[src/rtl/hsbuf_pkg.sv]
package hsbuf_pkg;
  // Number of storage stages implied by the operating mode.
  function automatic int stages_for(input int mode);
    return (mode == 0) ? 2 : 1;
  endfunction
endpackage

[src/rtl/hsbuf_occupancy.sv]
module hsbuf_occupancy #(
  parameter int DEPTH = 2,
  parameter int MODE  = 0,
  localparam int CW   = $clog2(DEPTH + 1)
) (
  input  logic          clk,
  input  logic          rst_n,
  input  logic          clk_en,
  input  logic          in_valid,
  input  logic          in_take,
  input  logic          out_ready,
  output logic          cap,
  output logic          rd,
  output logic [CW-1:0] count,
  output logic          out_valid,
  output logic          next_take
);
  localparam logic [CW:0] DEPTH_V = (CW + 1)'(DEPTH);

  logic [CW:0]   proj;
  logic [CW-1:0] count_nx;

  always_comb begin
    out_valid = (count != '0);
    cap       = clk_en & in_take & in_valid;
    rd        = clk_en & out_ready & out_valid;
    proj      = (CW + 1)'(count) + (CW + 1)'(cap) - (CW + 1)'(rd);
    count_nx  = proj[CW-1:0];
    next_take = (proj < DEPTH_V);
  end

  always_ff @(posedge clk) begin
    if (!rst_n) begin
      count <= '0;
    end else if (clk_en) begin
      count <= count_nx;
    end else begin
      count <= count;
    end
  end

  // a capture that is not offset by a removal must find a free stage
  assert_no_overflow_R4: assert property (@(posedge clk) disable iff (!rst_n)
    (cap && !rd) |-> (count < DEPTH_V[CW-1:0]));

  // a disabled cycle leaves the occupancy untouched
  assert_hold_disabled_R7: assert property (@(posedge clk) disable iff (!rst_n)
    (!clk_en && rst_n) |=> $stable(count));

  // a reset cycle empties the buffer
  assert_reset_empty_R1: assert property (@(posedge clk)
    (rst_n === 1'b0) |=> (count == '0));

  // an unread head word stays valid
  assert_head_kept_R3: assert property (@(posedge clk) disable iff (!rst_n)
    (out_valid && !rd && rst_n) |=> out_valid);

  generate
    if (MODE == 1) begin : g_half
      // capturing a word withdraws the next-cycle offer
      assert_half_block_R6: assert property (@(posedge clk) disable iff (!rst_n)
        cap |-> !next_take);
    end
  endgenerate
endmodule

[src/rtl/hsbuf_stage_array.sv]
module hsbuf_stage_array #(
  parameter int DATA_W = 8,
  parameter int DEPTH  = 2,
  localparam int CW    = $clog2(DEPTH + 1)
) (
  input  logic              clk,
  input  logic              rst_n,
  input  logic              clk_en,
  input  logic              wr,
  input  logic              rd,
  input  logic [CW-1:0]     count,
  input  logic [DATA_W-1:0] din,
  output logic [DATA_W-1:0] head
);
  logic [DATA_W-1:0] stage    [DEPTH];
  logic [DATA_W-1:0] stage_nx [DEPTH];
  logic [CW-1:0]     widx;

  assign widx = count - CW'(rd);
  assign head = stage[0];

  for (genvar i = 0; i < DEPTH; i++) begin : g_stage
    logic [DATA_W-1:0] shifted;
    if (i + 1 < DEPTH) begin : g_mid
      assign shifted = rd ? stage[i+1] : stage[i];
    end else begin : g_last
      assign shifted = stage[i];
    end

    always_comb begin
      stage_nx[i] = shifted;
      if (wr && (widx == CW'(i))) stage_nx[i] = din;
    end

    always_ff @(posedge clk) begin
      if (clk_en) stage[i] <= stage_nx[i];
      else        stage[i] <= stage[i];
    end
  end

  // a word written into an empty slot becomes the head next cycle
  assert_capture_to_head_R2: assert property (@(posedge clk) disable iff (!rst_n)
    (wr && (widx == '0)) |=> (head == $past(din)));

  generate
    if (DEPTH > 1) begin : g_order
      // removing the head promotes the second word unchanged
      assert_promote_order_R2: assert property (@(posedge clk) disable iff (!rst_n)
        (rd && (count == CW'(2))) |=> (head == $past(stage[1])));
    end
  endgenerate
endmodule

[src/rtl/hsbuf_lookahead.sv]
module hsbuf_lookahead #(
  parameter int DATA_W = 8,
  parameter int MODE   = 0
) (
  input  logic              clk,
  input  logic              rst_n,
  input  logic              clk_en,
  input  logic              in_valid,
  input  logic [DATA_W-1:0] in_data,
  input  logic              in_take,
  output logic              next_take,
  output logic              out_valid,
  output logic [DATA_W-1:0] out_data,
  input  logic              out_ready,
  output logic              occupied
);
  localparam int DEPTH = hsbuf_pkg::stages_for(MODE);
  localparam int CW    = $clog2(DEPTH + 1);

  logic          cap;
  logic          rd;
  logic [CW-1:0] count;

  hsbuf_occupancy #(.DEPTH(DEPTH), .MODE(MODE)) u_occ (
    .clk       (clk),
    .rst_n     (rst_n),
    .clk_en    (clk_en),
    .in_valid  (in_valid),
    .in_take   (in_take),
    .out_ready (out_ready),
    .cap       (cap),
    .rd        (rd),
    .count     (count),
    .out_valid (out_valid),
    .next_take (next_take)
  );

  hsbuf_stage_array #(.DATA_W(DATA_W), .DEPTH(DEPTH)) u_stages (
    .clk    (clk),
    .rst_n  (rst_n),
    .clk_en (clk_en),
    .wr     (cap),
    .rd     (rd),
    .count  (count),
    .din    (in_data),
    .head   (out_data)
  );

  assign occupied = (count != '0);

  // the status flag agrees with the presented head word
  assert_status_match_R8: assert property (@(posedge clk) disable iff (!rst_n)
    occupied == out_valid);
endmodule

[config.mk]
export PLATFORM = sky130hd
export DESIGN_NAME = hsbuf_lookahead
export DESIGN_NICKNAME = d
export VERILOG_FILES = /design/src/rtl/hsbuf_pkg.sv /design/src/rtl/hsbuf_occupancy.sv /design/src/rtl/hsbuf_stage_array.sv /design/src/rtl/hsbuf_lookahead.sv
export SDC_FILE = /design/constraint.sdc
export NUM_CORES = 1
export LEC_CHECK = 0
export BUFFER_PORTS_ARGS = -buffer_cell sky130_fd_sc_hd__buf_2
export CORE_ASPECT_RATIO = 0.9
export CORE_UTILIZATION = 30
export DETAILED_ROUTE_END_ITERATION = 10
export MAX_ROUTING_LAYER = met4
export PLACE_DENSITY_LB_ADDON = 0.12
export SLEW_MARGIN = 0
export SYNTH_ARGS = -nofsm -noshare
export SYNTH_HDL_FRONTEND = slang
export SYNTH_SLANG_ARGS = --single-unit
[constraint.sdc]
create_clock -name clk -period 2.3 [get_ports clk]
set_clock_uncertainty 0.05 [all_clocks]
set_input_delay 0.115 -clock clk [delete_from_list [all_inputs] [get_ports clk]]
set_output_delay 0.115 -clock clk [all_outputs]
set_load 0.03 [all_outputs]
==> flow_summary.yaml <==
outcome:
  status: "complete, no violations"
global_route:
  grt_use_total: 0.1050
  grt_max_degree: 11
  grt_pass1_wl_um: 2180
  antenna_found_initial: 0
  grt_pass1_vias: 497
  grt.overflow.total: 0
yosys:
  yosys.area_share.simple: 0.1040
  synth_compound_area_frac: 0.02795
  synth_top_area_frac: 0.5963
  synth_top_family_by_area: "multiplexers"
  synth_mux_area_frac: 0.1366
  syn_area_um2: 805.8
  synth.distinct_cells: 23
  synthTopCellsByArea: "edfxtp_1 60%, mux2_2 11%, dfxtp_1 5.0%, nor4b_4 3.0%, fa_1 2.5%"
  dominantRegCellSynth: "edfxtp_1"
  ys_seq_area_frac: 0.6460
  synth_area_per_cell_um2: 16.12
  synthArstFlopShare: 0
  synth_xor_area_frac: 0.02174
  yosys.area_share.adder: 0.04037
  yosysWarnings: 0
  synth-seq-cells: 18
  synth.net_count: 66
  synth_top_area_cell: "edfxtp_1"
  synthCells: 50
  synth_edf_count: 16
cells_and_area:
  mostFrequentLayoutCells: "23 x buf_2, 16 x edfxtp_1, 9 x dlygate4sd3_1"
  fillers: 230
  synthToLayoutAreaGrowth_pct: 35.71
  layout_commonest_cell: "buf_2"
  fin_cells: 115
  multi_input_area_um2: 269.0
  n_antenna_cell: 0
  drive_above_1_share: 0.5057
  final_nets: 104
  regArea_um2: 524.3
sta:
  post-route-period-util: 0.9457
  setup_viol: 0
  min_period_ps: 2175
  slew_viol_final: 0
  hold_viol_final: 0
  clock.fmax_mhz: 459.8
  rsz0062_at_grt: "false"
  worstMarginPinSlew_ps: 322.0
  tns_ps: 0
  slew_headroom: 0.7844
clock_tree:
  htreeDepth: 1
  worstSkewPairLatency_ps: 280
  cts_buffer_depth: 2
  cts_made_buffers: 3
  cts_tree: "yes"
  cts-root-buf: "clkbuf_4"
  cts_num_sinks: 18
  clk_pin_slew_worst_paths_ps: 90
setup_path:
  arrival_ps: 2010
  startpoint_type: "register"
  cp_data_required_time_ps: 2130
  reg2reg_depth: 7
  cp_max_fo: 6
  crit_type: "register to primary output"
  endpoint_kind: "primary output"
worst_hold_path:
  hold_class: "input port to register"
  min_path_cells: 3
drt:
  first_iter_violations: 3
  drc: 0
  ant_nets: 0
  num_vias: 514
  viasPerCell: 4.470
  drt-pass1-iter-count: 3
  postRouteWirelength_um: 1322
  wl_per_cell_um: 11.50
floorplan:
  dieArea_um2: 2897
  die_w_um: 56.63
  die_height_um: 51.17
  coreArea_um2: 2489
  rows: 17
  start_util: 0.3238
  io_pins: 25
power_and_ir_drop:
  p_leak_nw: 0.4281
  p_seq_frac: 0.600
  powerDensity_nw_per_um2: 557.4
  total_power_mw: 0.6095
  vdd_ir_drop_max_mv: 0.4082
  switchingPower_mw: 0.1400
  switching_share: 0.2296
  p_int_mw: 0.4696
  p_comb_frac: 0.150
  p_clk_frac: 0.250
placement:
  gp_congestion: 0.7459
  io_buffer_count: 24
  dpl.hpwl_um: 920.4
  place_inst: 102
flow_run:
  drv_cap: 0
## final cells by class
type,count,area share
clock buffers,3,0.02059
clock inverters,1,0.003432
inverters,1,0.003432
multi-input cells,28,0.2460
flip-flops and latches,18,0.4794
well taps,28,0.03204
repair buffers,36,0.2151
## Yosys cell counts, drive strengths merged, types with 2 or more instances
master and number:
clkbuf 2, dfxtp 2, nand2 2, mux2i 2
edfxtp 16, nor2b 2, mux2 8
## timing repair
action,4_1_cts,5_1_grt
endpoints found under the hold margin,10,0
endpoints found under the setup margin,1,1
setup buffers,0,0
hold buffers,9,0
gates cloned,0,0
pin swaps,0,0
gates resized for setup,1,5
## power by group through the flow
stage | registers (mW) | logic, mW | clock network [mW]
global route | 0.366 | 0.0990 | 0.178
CTS | 0.366 | 0.0908 | 0.162
global placement | 0.374 | 0.0790 | 0
finish | 0.366 | 0.0915 | 0.153
floorplan | 0.385 | 0.0412 | 0
detailed placement | 0.373 | 0.0793 | 0
## through the flow
| step | util | hold WS (ps) | cell area [µm²] | setup WS, ps |
|---|---|---|---|---|
| detailed placement | 0.3891 | 258.9 | 968.4 | 328.1 |
| global route | 0.4394 | 163.0 | 1094 | 10.84 |
| global placement | 0.3891 | 258.3 | 968.4 | 375.0 |
| CTS | 0.4364 | 144.4 | 1086 | 52.37 |
| floorplan | - | 163.9 | 805.8 | 74.11 |
| finish | 0.4394 | 149.3 | 1094 | 125.0 |
## logic make-up after synthesis
group / Yosys count
DFF: 18
and+or+nand+nor: 11
muxes: 10
buffers and inverters: 4
AOI/OAI and AO/OA: 3
xor gates and xnor gates: 2
adders and majority gates: 2
## path summary, 6_finish.rpt
check	slack [ps]	from	to
worst max-delay path	130	u_occ.count[0]$_SDFFE_PN0P_	next_take
worst min-delay path	150	clk_en	u_occ.count[1]$_SDFFE_PN0P_
worst max register to register	520	u_occ.count[0]$_SDFFE_PN0P_	u_occ.count[1]$_SDFFE_PN0P_
worst min register to register	510	u_stages.stage[1][1]$_DFFE_PP_	u_stages.stage[0][1]$_DFFE_PP_
## registers in the layout, indices dropped and copies added (netlist names)
| signal | cells |
|---|---|
| u_stages.stage | 16 |
| u_occ.count | 2 |
## critical path, stage by stage, from the launching register on
cell	delay [ps]
dfxtp_4	370
o21ai_1	150
xor2_1	140
and2_1	140
ha_1	170
fa_2	460
nor2_1	130
buf_4	170
## per-layer routing
layer / global-route usage / vias to the layer above / part of all wire
li1: - / 260 / -
met1: 0.1208 / 234 / 0.46
met2: 0.1627 / 18 / 0.46
met3: 0.05570 / 2 / 0.070
met4: 0.02439 / 0 / 0.0091
met5: - / - / 0
(Power assumes the default switching activity.)
